==> config.mk <==
export PLATFORM = sky130hd
export DESIGN_NAME = rate_tx_serializer
export DESIGN_NICKNAME = d
export VERILOG_FILES = /design/src/rtl/rts_pkg.sv /design/src/rtl/rts_edge_capture.sv /design/src/rtl/rts_char_fifo.sv /design/src/rtl/rts_bit_engine.sv /design/src/rtl/rate_tx_serializer.sv
export SDC_FILE = /design/constraint.sdc
export NUM_CORES = 1
export LEC_CHECK = 0
export BUFFER_PORTS_ARGS = -buffer_cell sky130_fd_sc_hd__buf_4
export CAP_MARGIN = 20
export CORE_AREA = 3 3 63 65
export DETAILED_ROUTE_END_ITERATION = 8
export DIE_AREA = 0 0 66 68
export PLACE_DENSITY_LB_ADDON = 0.05
export SYNTH_ARGS = -nofsm -noshare
export SYNTH_HDL_FRONTEND = slang
export SYNTH_HIERARCHICAL = 1
export SYNTH_SLANG_ARGS = --single-unit
==> constraint.sdc <==
create_clock -name clk -period 3.37 [get_ports clk]
set_input_delay 0.337 -clock clk [delete_from_list [all_inputs] [get_ports clk]]
set_output_delay 0.337 -clock clk [all_outputs]
set_load 0.01 [all_outputs]
==> src/rtl/rts_pkg.sv <==
// Shared types for the rate selectable transmit serializer.
package rts_pkg;
    // Serializer engine state: idle zeros, shifting a character, quiet rate switch.
    typedef enum logic [1:0] {
        ST_IDLE = 2'd0,
        ST_SEND = 2'd1,
        ST_GAP  = 2'd2
    } eng_state_t;
endpackage

==> src/rtl/rts_edge_capture.sv <==
// Detects byte-clock edges in the bit-clock domain and raises a capture strobe.
// Assumes byte_clk is phase related to clk (derived from the same source), so no
// synchronizer is used. Falling edges always capture; rising edges capture only
// when dual-edge mode is active.
module rts_edge_capture (
    input  logic clk,
    input  logic rst_n,
    input  logic byte_clk,
    input  logic dual_edge,
    output logic cap
);
    logic bclk_q;

    // Track the previous byte clock level; follows the input in reset too, so no false edge on release.
    always_ff @(posedge clk) begin
        if (!rst_n) bclk_q <= byte_clk;
        else        bclk_q <= byte_clk;
    end

    // Capture strobe from the selected edge set.
    always_comb begin
        cap = (!byte_clk && bclk_q) || (dual_edge && byte_clk && !bclk_q);
    end
endmodule

==> src/rtl/rts_char_fifo.sv <==
// Small character buffer between the capture strobe and the serializer.
// Assumes the reader pops only when not empty. A push into a full buffer without
// a pop in the same cycle is dropped. Flush empties it and wins over a push.
module rts_char_fifo #(
    parameter int WIDTH = 10,
    parameter int DEPTH = 2
) (
    input  logic             clk,
    input  logic             rst_n,
    input  logic             push,
    input  logic [WIDTH-1:0] din,
    input  logic             pop,
    input  logic             flush,
    output logic [WIDTH-1:0] dout,
    output logic             empty
);
    localparam int PTR_W = (DEPTH > 1) ? $clog2(DEPTH) : 1;
    localparam int CNT_W = $clog2(DEPTH + 1);
    localparam logic [PTR_W-1:0] PTR_LAST = PTR_W'(DEPTH - 1);
    localparam logic [CNT_W-1:0] CNT_FULL = CNT_W'(DEPTH);

    logic [WIDTH-1:0] mem [DEPTH];
    logic [PTR_W-1:0] wr_ptr, rd_ptr;
    logic [CNT_W-1:0] count;
    logic             wr_ok;

    function automatic logic [PTR_W-1:0] ptr_inc(input logic [PTR_W-1:0] p);
        return (p == PTR_LAST) ? '0 : p + 1'b1;
    endfunction

    // Accept a write when space exists or a slot frees this cycle.
    always_comb begin
        wr_ok = push && ((count != CNT_FULL) || pop);
    end

    // Storage write, no reset needed on data.
    always_ff @(posedge clk) begin
        if (wr_ok && !flush) mem[wr_ptr] <= din;
    end

    // Pointer and occupancy bookkeeping.
    always_ff @(posedge clk) begin
        if (!rst_n || flush) begin
            wr_ptr <= '0;
            rd_ptr <= '0;
            count  <= '0;
        end else begin
            if (wr_ok) wr_ptr <= ptr_inc(wr_ptr);
            if (pop)   rd_ptr <= ptr_inc(rd_ptr);
            case ({wr_ok, pop})
                2'b10:   count <= count + 1'b1;
                2'b01:   count <= count - 1'b1;
                default: count <= count;
            endcase
        end
    end

    // Head of queue and empty flag.
    always_comb begin
        dout  = mem[rd_ptr];
        empty = (count == '0);
    end
endmodule

==> src/rtl/rts_bit_engine.sv <==
// Serializer engine: shifts one character out LSB first, one bit per clk at the
// higher rate and one bit per SLOW_DIV clks at the lower rate. Applies a
// rate_sel change only at a character boundary, then stays quiet for one
// character time at the new rate while ordering the buffer to flush.
// Assumes SLOW_DIV >= 2.
module rts_bit_engine
    import rts_pkg::*;
#(
    parameter int CHAR_W   = 10,
    parameter int SLOW_DIV = 2
) (
    input  logic              clk,
    input  logic              rst_n,
    input  logic              rate_sel,
    input  logic              buf_empty,
    input  logic [CHAR_W-1:0] buf_head,
    output logic              pop,
    output logic              flush,
    output logic              bit_out,
    output eng_state_t        state_o,
    output logic [$clog2(CHAR_W)-1:0] idx_o,
    output logic              rate_o
);
    localparam int IDX_W = $clog2(CHAR_W);
    localparam int SUB_W = (SLOW_DIV > 1) ? $clog2(SLOW_DIV) : 1;
    localparam logic [IDX_W-1:0] IDX_LAST = IDX_W'(CHAR_W - 1);
    localparam logic [SUB_W-1:0] SUB_LAST = SUB_W'(SLOW_DIV - 1);

    eng_state_t        state;
    logic [IDX_W-1:0]  idx;
    logic [SUB_W-1:0]  sub;
    logic [CHAR_W-1:0] cur;
    logic              act_rate;
    logic              tick, at_end, rate_diff, start_gap;

    // Bit-slot timing and boundary decisions.
    always_comb begin
        tick      = act_rate || (sub == SUB_LAST);
        at_end    = tick && (idx == IDX_LAST);
        rate_diff = (rate_sel != act_rate);
        start_gap = rate_diff && ((state == ST_IDLE) || ((state == ST_SEND) && at_end));
        pop       = !start_gap && !buf_empty &&
                    ((state == ST_IDLE) || ((state == ST_SEND) && at_end));
        flush     = start_gap;
    end

    // Engine state, slot counters, current character and active rate.
    always_ff @(posedge clk) begin
        if (!rst_n) begin
            state    <= ST_IDLE;
            idx      <= '0;
            sub      <= '0;
            cur      <= '0;
            act_rate <= rate_sel;
        end else if (start_gap) begin
            state    <= ST_GAP;
            act_rate <= rate_sel;
            idx      <= '0;
            sub      <= '0;
        end else if (pop) begin
            state <= ST_SEND;
            cur   <= buf_head;
            idx   <= '0;
            sub   <= '0;
        end else if (state != ST_IDLE) begin
            if (at_end) begin
                state <= ST_IDLE;
                idx   <= '0;
                sub   <= '0;
            end else if (tick) begin
                idx <= idx + 1'b1;
                sub <= '0;
            end else begin
                sub <= sub + 1'b1;
            end
        end
    end

    // Serial bit and observation outputs.
    always_comb begin
        bit_out = (state == ST_SEND) && cur[idx];
        state_o = state;
        idx_o   = idx;
        rate_o  = act_rate;
    end
endmodule

==> src/rtl/rate_tx_serializer.sv <==
// Top of the rate selectable transmit serializer. Captures characters from the
// parallel bus on the byte-clock edges chosen by the active rate, buffers them,
// serializes them LSB first and steers the stream to the primary or auxiliary
// output. Assumes clk runs at 20x byte_clk and is phase related to it.
module rate_tx_serializer
    import rts_pkg::*;
#(
    parameter int CHAR_W    = 10,
    parameter int BUF_DEPTH = 2,
    parameter int SLOW_DIV  = 2
) (
    input  logic              clk,
    input  logic              rst_n,
    input  logic              byte_clk,
    input  logic [CHAR_W-1:0] tx_char,
    input  logic              rate_sel,
    input  logic              loopback,
    output logic              ser_out,
    output logic              aux_out
);
    localparam int IDX_W = $clog2(CHAR_W);

    logic              cap, push, pop, flush, buf_empty, bit_out;
    logic [CHAR_W-1:0] buf_head;
    eng_state_t        eng_state;
    logic [IDX_W-1:0]  eng_idx;
    logic              eng_rate;

    rts_edge_capture u_cap (
        .clk       (clk),
        .rst_n     (rst_n),
        .byte_clk  (byte_clk),
        .dual_edge (eng_rate),
        .cap       (cap)
    );

    // Captures are refused while a rate switch is in its quiet period.
    always_comb begin
        push = cap && (eng_state != ST_GAP);
    end

    rts_char_fifo #(.WIDTH(CHAR_W), .DEPTH(BUF_DEPTH)) u_buf (
        .clk   (clk),
        .rst_n (rst_n),
        .push  (push),
        .din   (tx_char),
        .pop   (pop),
        .flush (flush),
        .dout  (buf_head),
        .empty (buf_empty)
    );

    rts_bit_engine #(.CHAR_W(CHAR_W), .SLOW_DIV(SLOW_DIV)) u_eng (
        .clk       (clk),
        .rst_n     (rst_n),
        .rate_sel  (rate_sel),
        .buf_empty (buf_empty),
        .buf_head  (buf_head),
        .pop       (pop),
        .flush     (flush),
        .bit_out   (bit_out),
        .state_o   (eng_state),
        .idx_o     (eng_idx),
        .rate_o    (eng_rate)
    );

    // Output steering: loopback sends the stream to aux and parks the primary low.
    always_comb begin
        ser_out = loopback ? 1'b0 : bit_out;
        aux_out = loopback ? bit_out : 1'b0;
    end
endmodule

## Word-level counts from Yosys, hierarchy flattened

Memories as Yosys holds them, arrays and structs flattened. A register that Yosys moved wholly into a read port is not among the register bits.
Cells that the tools add are included.

- Memories: 1
- Bits in registers: 13
- Bits of input ports: 15
- Memory bits (writable): 20

- Reduce and logical (&&, ||, !) cells: 38
- Add/sub/neg operators: 6
- Bitwise gates (word level): 2
- Multiplexer cells: 19
- Eq/ne operators: 8
- $lt $le $gt $ge: 1

Memories:

| name | words | bits a word | rd ports | clocked after memory_dff | write ports | RTL line | RTL |
|---|---|---|---|---|---|---|---|
| u_buf.mem | 2 | 10 | 1 | 1 | 1 | rts_char_fifo.sv:22 | `logic [WIDTH-1:0] mem [DEPTH];` |

Operators with widths:

| operator | count |
|---|---|
| logical AND 1 bit | 12 |
| 2-to-1 mux 1 bit | 11 |
| nonzero test 2 bit | 5 |
| 2-to-1 mux 2 bit | 4 |
| 2-to-1 mux 4 bit | 2 |
| AND reduction 2 bit | 4 |
| logical NOT 1 bit | 6 |
| nonzero test 3 bit | 2 |
| logical OR 1 bit | 5 |
| less-than comparator 4 x 5 -> 1 bit (second input constant) | 1 |
| adder 4 x 1 -> 4 bit (second input constant) | 1 |
| binary-select mux 1 bit (select 4 bit) | 1 |
| == test 2 x 1 -> 1 bit (second input constant) | 2 |
| == test 4 bit (second input constant) | 1 |
| logical NOT 2 bit | 2 |
| != test 2 bit (second input constant) | 2 |
| case mux 2 bit (2 select lines) | 1 |
| adder 1 bit (second input constant) | 3 |
| OR reduction 3 bit | 1 |
| adder 2 x 1 -> 2 bit (second input constant) | 1 |
| == test 2 bit (second input constant) | 1 |
| != test 2 x 1 -> 1 bit (second input constant) | 1 |
| inverter 1 bit | 2 |
| OR reduction 2 bit | 1 |
| other kinds (2) | 2 |

## Depth between registers and ports, before layout

Gate-level depths: netlist of the first run.

- Depth after elaboration: 13
- Mapped depth: 11

## Cells and area by module

The synthesis of the first run kept the hierarchy.

By module, submodules not included:

| module | times used | sequential area each (sq um) | area an instance (sq um) | cells each |
|---|---|---|---|---|
| rts_char_fifo | 1 | 700.7 | 988.4 | 61 |
| rts_bit_engine | 1 | 370.4 | 938.4 | 102 |
| rts_edge_capture | 1 | 20.0 | 33.8 | 3 |
| rate_tx_serializer | 1 | 0.0 | 27.5 | 4 |

## Worst setup path after synthesis of the first run

No wires, ideal clock.

- Path kind: flip-flop to flip-flop
- Start: reg u_eng.idx[1] (netlist: u_eng/idx_o[1])
- End: mem u_buf.mem[0][0], enable pin
- Stages on the path, launching flop included: 11
- Buffers on the path: 2
- Clock period less this slack: 2.733 ns
- Slack: 0.637 ns
- Arrival time: 2.344 ns
- Setup time: 0.390 ns
- Path through: dfxtp_1 -> inv_1 -> ha_1 -> and3b_2 -> a21oi_4 -> or3_4 -> inv_4 -> buf_12 -> buf_4 -> o31ai_4 -> nor3_1

- Longest elaborated chain between the ends: 13

RTL lines:

| what | RTL line | RTL |
|---|---|---|
| start: declaration | rts_bit_engine.sv:30 | `logic [IDX_W-1:0] idx;` |
| start signal: assignment | rts_bit_engine.sv:71 | `idx <= idx + 1'b1;` |
| == test 4 bit * | rts_bit_engine.sv:39 | `at_end = tick && (idx == IDX_LAST);` |
| logical AND 1 bit * | rts_bit_engine.sv:39 |  |
| logical AND 1 bit * | rts_bit_engine.sv:41, rts_bit_engine.sv:43 |  |
| logical OR 1 bit * | rts_bit_engine.sv:41, rts_bit_engine.sv:43 |  |
| logical AND 1 bit | rts_bit_engine.sv:41 | `start_gap = rate_diff && ((state == ST_IDLE) \|\| ((state == ST_SEND) && at_end));` |
| logical NOT 1 bit | rts_bit_engine.sv:42 | `pop = !start_gap && !buf_empty &&` |
| logical AND 1 bit | rts_bit_engine.sv:42 |  |
| logical AND 1 bit * | rts_bit_engine.sv:42 |  |
| named net pop | rate_tx_serializer.sv:23 | `logic cap, push, pop, flush, buf_empty, bit_out;` |
| logical OR 1 bit * | rts_char_fifo.sv:33 | `wr_ok = push && ((count != CNT_FULL) \|\| pop);` |
| logical AND 1 bit * | rts_char_fifo.sv:33 |  |
| logical AND 1 bit * | rts_char_fifo.sv:38 | `if (wr_ok && !flush) mem[wr_ptr] <= din;` |
| 2-to-1 mux 1 bit * | rts_char_fifo.sv:38 |  |
| 2-to-1 mux 1 bit (implied by the code) * | rts_char_fifo.sv:38 |  |
| end: declaration | rts_char_fifo.sv:22 |  |

Mark *: on every way through the listed nets, which the timed path passes. The rest lies on a longest branch.

## Worst setup path in the final report of the first run

- Start: reg u_eng.idx[0] (netlist: u_eng/idx_o[0])
- End: mem u_buf.mem[1][5], enable pin

Same word-level chain as after synthesis.

==> results of run 1 <==
==> stage by stage <==
step                hold slack (ns)  instance area [sq um]  worst slack (ns)
floorplan                     0.365                   1990             0.637
global placement              0.447                   2130              1.04
detailed placement            0.454                   2130             0.967
CTS                          0.0820                   2210             0.899
global route                 0.0744                   2210             0.737
finish                        0.101                   2210             0.920
==> routing by layer <==
layer | wire length [um] | vias up
met1 | 1390 | 569
met4 | 12 | 0
met3 | 152 | 2
met5 | 0 | -
met2 | 1520 | 27
li1 | - | 629
==> flip-flops by register name, summed over array words and instances, names as in the netlist, named ones only <==
name,cells
u_buf/count,2
u_buf/mem,20
u_buf/rd_ptr,1
u_buf/wr_ptr,1
u_cap/bclk_q,1
u_eng/cur,10
u_eng/idx_o,4
u_eng/rate_o,1
u_eng/state_o,2
u_eng/sub,1
==> power breakdown <==
group | internal [W] | switching (W)
combinational | 0.0000768 | 0.0000845
clock | 0.000155 | 0.000163
sequential | 0.000597 | 0.0000286
==> final cells by class <==
class / count / area [sq um]
Multi-Input combinational cell: 110 / 811
Sequential cell: 44 / 1090
Tap cell: 46 / 57.6
Fill cell: 248 / 1180
Clock buffer: 5 / 37.5
Inverter: 9 / 36.3
Clock inverter: 3 / 42.5
Timing Repair Buffer: 18 / 135
==> kinds of logic after synthesis <==
logic type	Yosys count	synth area share
multiplexers	26	0.153
flip-flops	44	0.549
buffers and inverters	16	0.0434
AND/OR/NAND/NOR	56	0.141
adder cells (fa/ha/maj)	2	0.0126
XOR/XNOR	6	0.0264
AO/OA/AOI/OAI	20	0.0749
==> final timing paths <==
kind / start / end / depth (start not counted)
min: byte_clk / u_cap/bclk_q / 1
max: u_eng/idx_o[0] / u_buf/mem[1][5] / 8
min reg2reg: u_eng/cur[8] / u_eng/cur[8] / 2
max reg2reg: u_eng/idx_o[0] / u_buf/mem[1][5] / 8
==> placed cells by master, fill, tap and decap left out, types with 4 or more instances in the layout <==
| cell | count |
|---|---|
| a21oi_1 | 6 |
| mux2_2 | 11 |
| mux2i_1 | 12 |
| nor2_1 | 14 |
| nand2_1 | 22 |
| edfxtp_1 | 21 |
| nor3_1 | 6 |
| inv_1 | 6 |
| dfxtp_1 | 23 |
| clkbuf_4 | 5 |
| buf_4 | 18 |
| o21ai_0 | 5 |
| xnor2_1 | 4 |
==> worst max-delay path: cells and delay by family, from the launching register on <==
kind                       cells  cell delay (ns)
and+or+nand+nor                3             0.80
adders and majority gates      1             0.20
DFF                            1             0.54
AOI/OAI and AO/OA              2             0.18
buffers and inverters          2             0.45
==> impl_results.md, run 1 <==
* Status: finished, final reports clean
* Netlist Area Pre-Place at 1990 sq um
* CTS tree: built
* Synth cell count leaders: dfxtp_1, nand2_1, edfxtp_1
* Io pins at 17
* Layout area overhead at 11.2%
* Global-route wire length before repair at 5440 um
* Core area at 3390 sq um
* Clock Sinks at 44
* CTS Buffer Depth at 2
* Drt via density at 5.22
* Slew @ Worst Pin at 0.578 ns
* Clock transition at the registers of the reported paths at 0.13 ns
* Peak Freq at 408 MHz
* WL per Instance at 13.1 um
* DRT Pass-1 Iters at 4
* Worst min-delay path class: input pin to flop
* Minimum clock period at 2.45 ns
* Mapped Cells at 170
* Syn avg cell area at 11.7 sq um
* Top FF cell, synth: dfxtp_1
* Power Dens Cells at 500 nW/um^2
* Antenna diodes at 0
* Post-CTS resize count at 0
* Number of flops mapped to enable cells by yosys at 21
* Period utilization at 0.727
* Met1 Resource Use GR at 0.187
* Top-count cell post-synth: dfxtp_1
* Post-route ant nets at 0
* Share of cells above drive strength 1 at 0.275
* Asr flop ratio synth at 0
* GRT busiest layer: met2
* Post-synthesis register bit count at 44
* Routed via count at 1227
* Met2 usage at 0.289
* Initial core utilization at 0.587
* Die width at 66 um
* Max-cap violations at 0
* Fin. Hold Viols at 0
* Warnings, synthesis at 6
* Final WL at 3080 um
* Tot Pwr at 0.00110 W
* Initial antenna violation count at 0
* Routing usage on met3 at 0.0509
* Distinct cells, synth at 43
* Max incr delay on CP at 0.54 ns
* CTS Buf Count at 5
* Drt drc at 0
* All-Layer GR Usage at 0.160
* Cell Count, Final, Fillers Out at 235
* WP data required at 3.43 ns
* Syn_nets at 187
* R2r setup slk at 0.92 ns
* Setup TNS at 0 ns
* Post-layout util at 0.652
* Leakage at 0.788 nW
* Clk_lat worst skew at 0.34 ns
* Final setup fails at 0
* Relative slew slack at 0.614
* Placed cells at 227
* Pins over their slew limit at 0
* Largest area contributor in the netlist: edfxtp_1
* Site Rows at 21
* CP Launch Type: flop
* DR iter-0 viols at 56
* Sequential area share after synthesis at 0.549
* # nets final at 205
* Synth area leaders: edfxtp_1, dfxtp_1, mux2_2
* Worst EP arrival at 2.51 ns
* Setup CP Type: flop to flop
* CTS H-tree depth at 2
* Peak supply drop at 0.412 mV
* Clk root buf: clkbuf_4
* Routability Congestion at 0.763
* Buffers added on ports at 16
* Setup bufs post-CTS at 0
* DIE HEIGHT at 68 um
* CP endpoint kind: flop
* Vias in the first global route at 1267
* Total gr overflow at 0
* CP max stage cell: dfxtp_1
* RSZ-0062 raised after global routing: no
* Hold buffers post-CTS at 0
* Largest net degree at the start of global routing at 26
* Crit-path max FO at 17
* Die area at 4490 sq um
* CP Cell Sequence: ha_1 -> and3b_2 -> a21oi_4 -> or3_4 -> inv_4 -> o31ai_4 -> nor3_1 -> buf_4
* Detailed placer's ending HPWL at 2230 um
* Yosys top cell area share at 0.317
* Worst Clk Skew at 0.0110 ns
Power figures use the tool's default switching activity.
==> inputs of run 2 (changes only) <==
==> constraint.sdc (replaced) <==
create_clock -name clk -period 2.31 [get_ports clk]
set_input_delay 0.231 -clock clk [delete_from_list [all_inputs] [get_ports clk]]
set_output_delay 0.231 -clock clk [all_outputs]
set_load 0.01 [all_outputs]
==> impl_results.md, run 2 (synthesis results as in run 1) <==
* Metal-1 WL at 1540 um (+11%)
* Worst Clk Skew at 0.0123 ns (+0.00128 ns)
* Clk root buf: clkbuf_4
* All-Layer GR Usage at 0.174 (+0.0140)
* Minimum clock period at 2.22 ns
* Global-route wire length before repair at 5850 um (+7.6%)
* CP Launch Type: flop
* Vias in the first global route at 1325 (+4.6%)
* Routability Congestion at 0.873 (+14%)
* Most flops, register: u_buf/mem
* Share of cells above drive strength 1 at 0.318 (+0.0430)
* CTS H-tree depth at 2 (unchanged)
* CTS tree: built
* CP endpoint kind: output pin
* Power Dens Cells at 714 nW/um^2 (+43%)
* Post-layout util at 0.681 (+0.0288)
* Met2 wire len at 1730 um (+13%)
* Max reg flops at 20 (unchanged)
* Top layer in use: met4
* FF/Latch Area at 1090 sq um (unchanged)
* Die area at 4490 sq um (unchanged)
* Final setup fails at 0 (unchanged)
* Crit-path max FO at 7 (-10)
* Setup CP Type: flop to output pin
* Peak supply drop at 0.525 mV (+28%)
* Final WL at 3420 um (+11%)
* WL per Instance at 14.0 um (+7.0%)
* Routed via count at 1277 (+4.1%)
* WP data required at 2.08 ns (-1.35 ns)
* Site Rows at 21 (unchanged)
* Initial core utilization at 0.587 (unchanged)
* Initial antenna violation count at 0 (unchanged)
* Fillers at 269 (+8.5%)
* # nets final at 214 (+4.4%)
* DR iter-0 viols at 63 (+13%)
* CTS Buffer Depth at 2 (unchanged)
* Commonest non-fill, non-tap cell in the layout: buf_4
* Final hold slack at 0.0573 ns (-0.0439 ns)
* Die width at 66 um (unchanged)
* Antenna diodes at 0 (unchanged)
* Area of the multi-input gates at 835 sq um (+2.9%)
* Status: finished, final reports clean
* Post-route ant nets at 0 (unchanged)
* Core area at 3390 sq um (unchanged)
* Worst EP arrival at 1.99 ns (-0.52 ns)
* FF-to-FF path depth at 8 (unchanged)
* Setup bufs post-CTS at 0 (unchanged)
* CTS Buf Count at 5 (unchanged)
* Leakage at 0.847 nW (+7.5%)
* Io pins at 17 (unchanged)
* Buffers added on ports at 16 (unchanged)
* Clock transition at the registers of the reported paths at 0.13 ns (about the same)
* CP max stage cell: mux4_2
* DIE HEIGHT at 68 um (unchanged)
* Slew @ Worst Pin at 0.572 ns (-0.00615 ns)
* Max-cap violations at 0 (unchanged)
* Peak Freq at 450 MHz
* Layout area overhead at 16.1%
* Relative slew slack at 0.618 (+0.00369)
* Fin. Hold Viols at 0 (unchanged)
* Max incr delay on CP at 0.49 ns (-0.05 ns)
* Clock Sinks at 44 (unchanged)
* Wire length on met3 at 111 um (-27%)
* Detailed placer's ending HPWL at 2450 um (+10%)
* Worst min-delay path class: input pin to flop
* Clk_lat worst skew at 0.35 ns (about the same)
* Pins over their slew limit at 0 (unchanged)
* Drt drc at 0 (unchanged)
* Largest net degree at the start of global routing at 26 (unchanged)
* Total gr overflow at 0 (unchanged)
* Drt via density at 5.23 (+0.24%)
* CP Cell Sequence: buf_6 -> mux4_2 -> mux2i_1 -> o41ai_2 -> and2b_2 -> buf_4
* Most frequent cells in the layout: buf_4, dfxtp_1, nand2_1
* DRT Pass-1 Iters at 4 (unchanged)
* Hold depth at 1 (unchanged)
* Period utilization at 0.963
run 2: final cells by class:
cell class | count | area share
flip-flops and latches | 44 | 0.473
multi-input cells | 110 | 0.362
repair buffers | 27 | 0.0905
well taps | 46 | 0.0249
clock inverters | 3 | 0.0184
clock buffers | 5 | 0.0163
inverters | 9 | 0.0157
run 2: path summary, 6_finish.rpt:
kind | slack, ns | to | start
max | 0.09 | ser_out | u_eng/idx_o[0]
min | 0.06 | u_buf/mem[0][3] | tx_char[3]
min reg2reg | 0.47 | u_eng/cur[0] | u_eng/cur[0]
max reg2reg | 0.16 | u_buf/mem[1][9] | u_eng/idx_o[1]
run 2: routing by layer:
layer  GRT usage  vias up
met3      0.0411        4
li1            -      648
met1       0.204      608
met4      0.0736        0
met5           0        -
met2       0.308       17
run 2: per-stage QoR:
| stage | setup slack (ns) | cell area, sq um | TNS, ns | std cells | total power (W) |
|---|---|---|---|---|---|
| finish | 0.0863 | 2310 | 0 | 244 | 0.00165 |
| global route | -0.0378 | 2310 | -0.0565 | 244 | 0.00172 |
| CTS | 0.0984 | 2300 | 0 | 244 | 0.00166 |
| detailed placement | -0.0482 | 2200 | -0.477 | 235 | 0.00119 |
| global placement | 0.0696 | 2200 | 0 | 235 | 0.00118 |
| floorplan | -0.118 | 2000 | -2.37 | 170 | 0.00111 |
run 2: report_power, final:
part	internal (W)	switching (W)	total, W
registers	0.000872	0.0000394	0.000911
logic	0.000133	0.000138	0.000270
clock network	0.000226	0.000240	0.000466
total	0.00123	0.000418	0.00165
run 2: repair_timing:
item                                   CTS  global route
setup endpoints to repair               10             2
endpoints found under the hold margin    1             0
resized for setup                        1             2
hold buffers                             1             0
pin swaps                                0             0
run 2: critical path: cells and delay by family, from the launching register on:
family | cells | cell delay, ns
AO/OA/AOI/OAI | 1 | 0.09
buffers and inverters | 2 | 0.28
flip-flops | 1 | 0.38
multiplexers | 2 | 0.69
AND/OR/NAND/NOR | 1 | 0.20
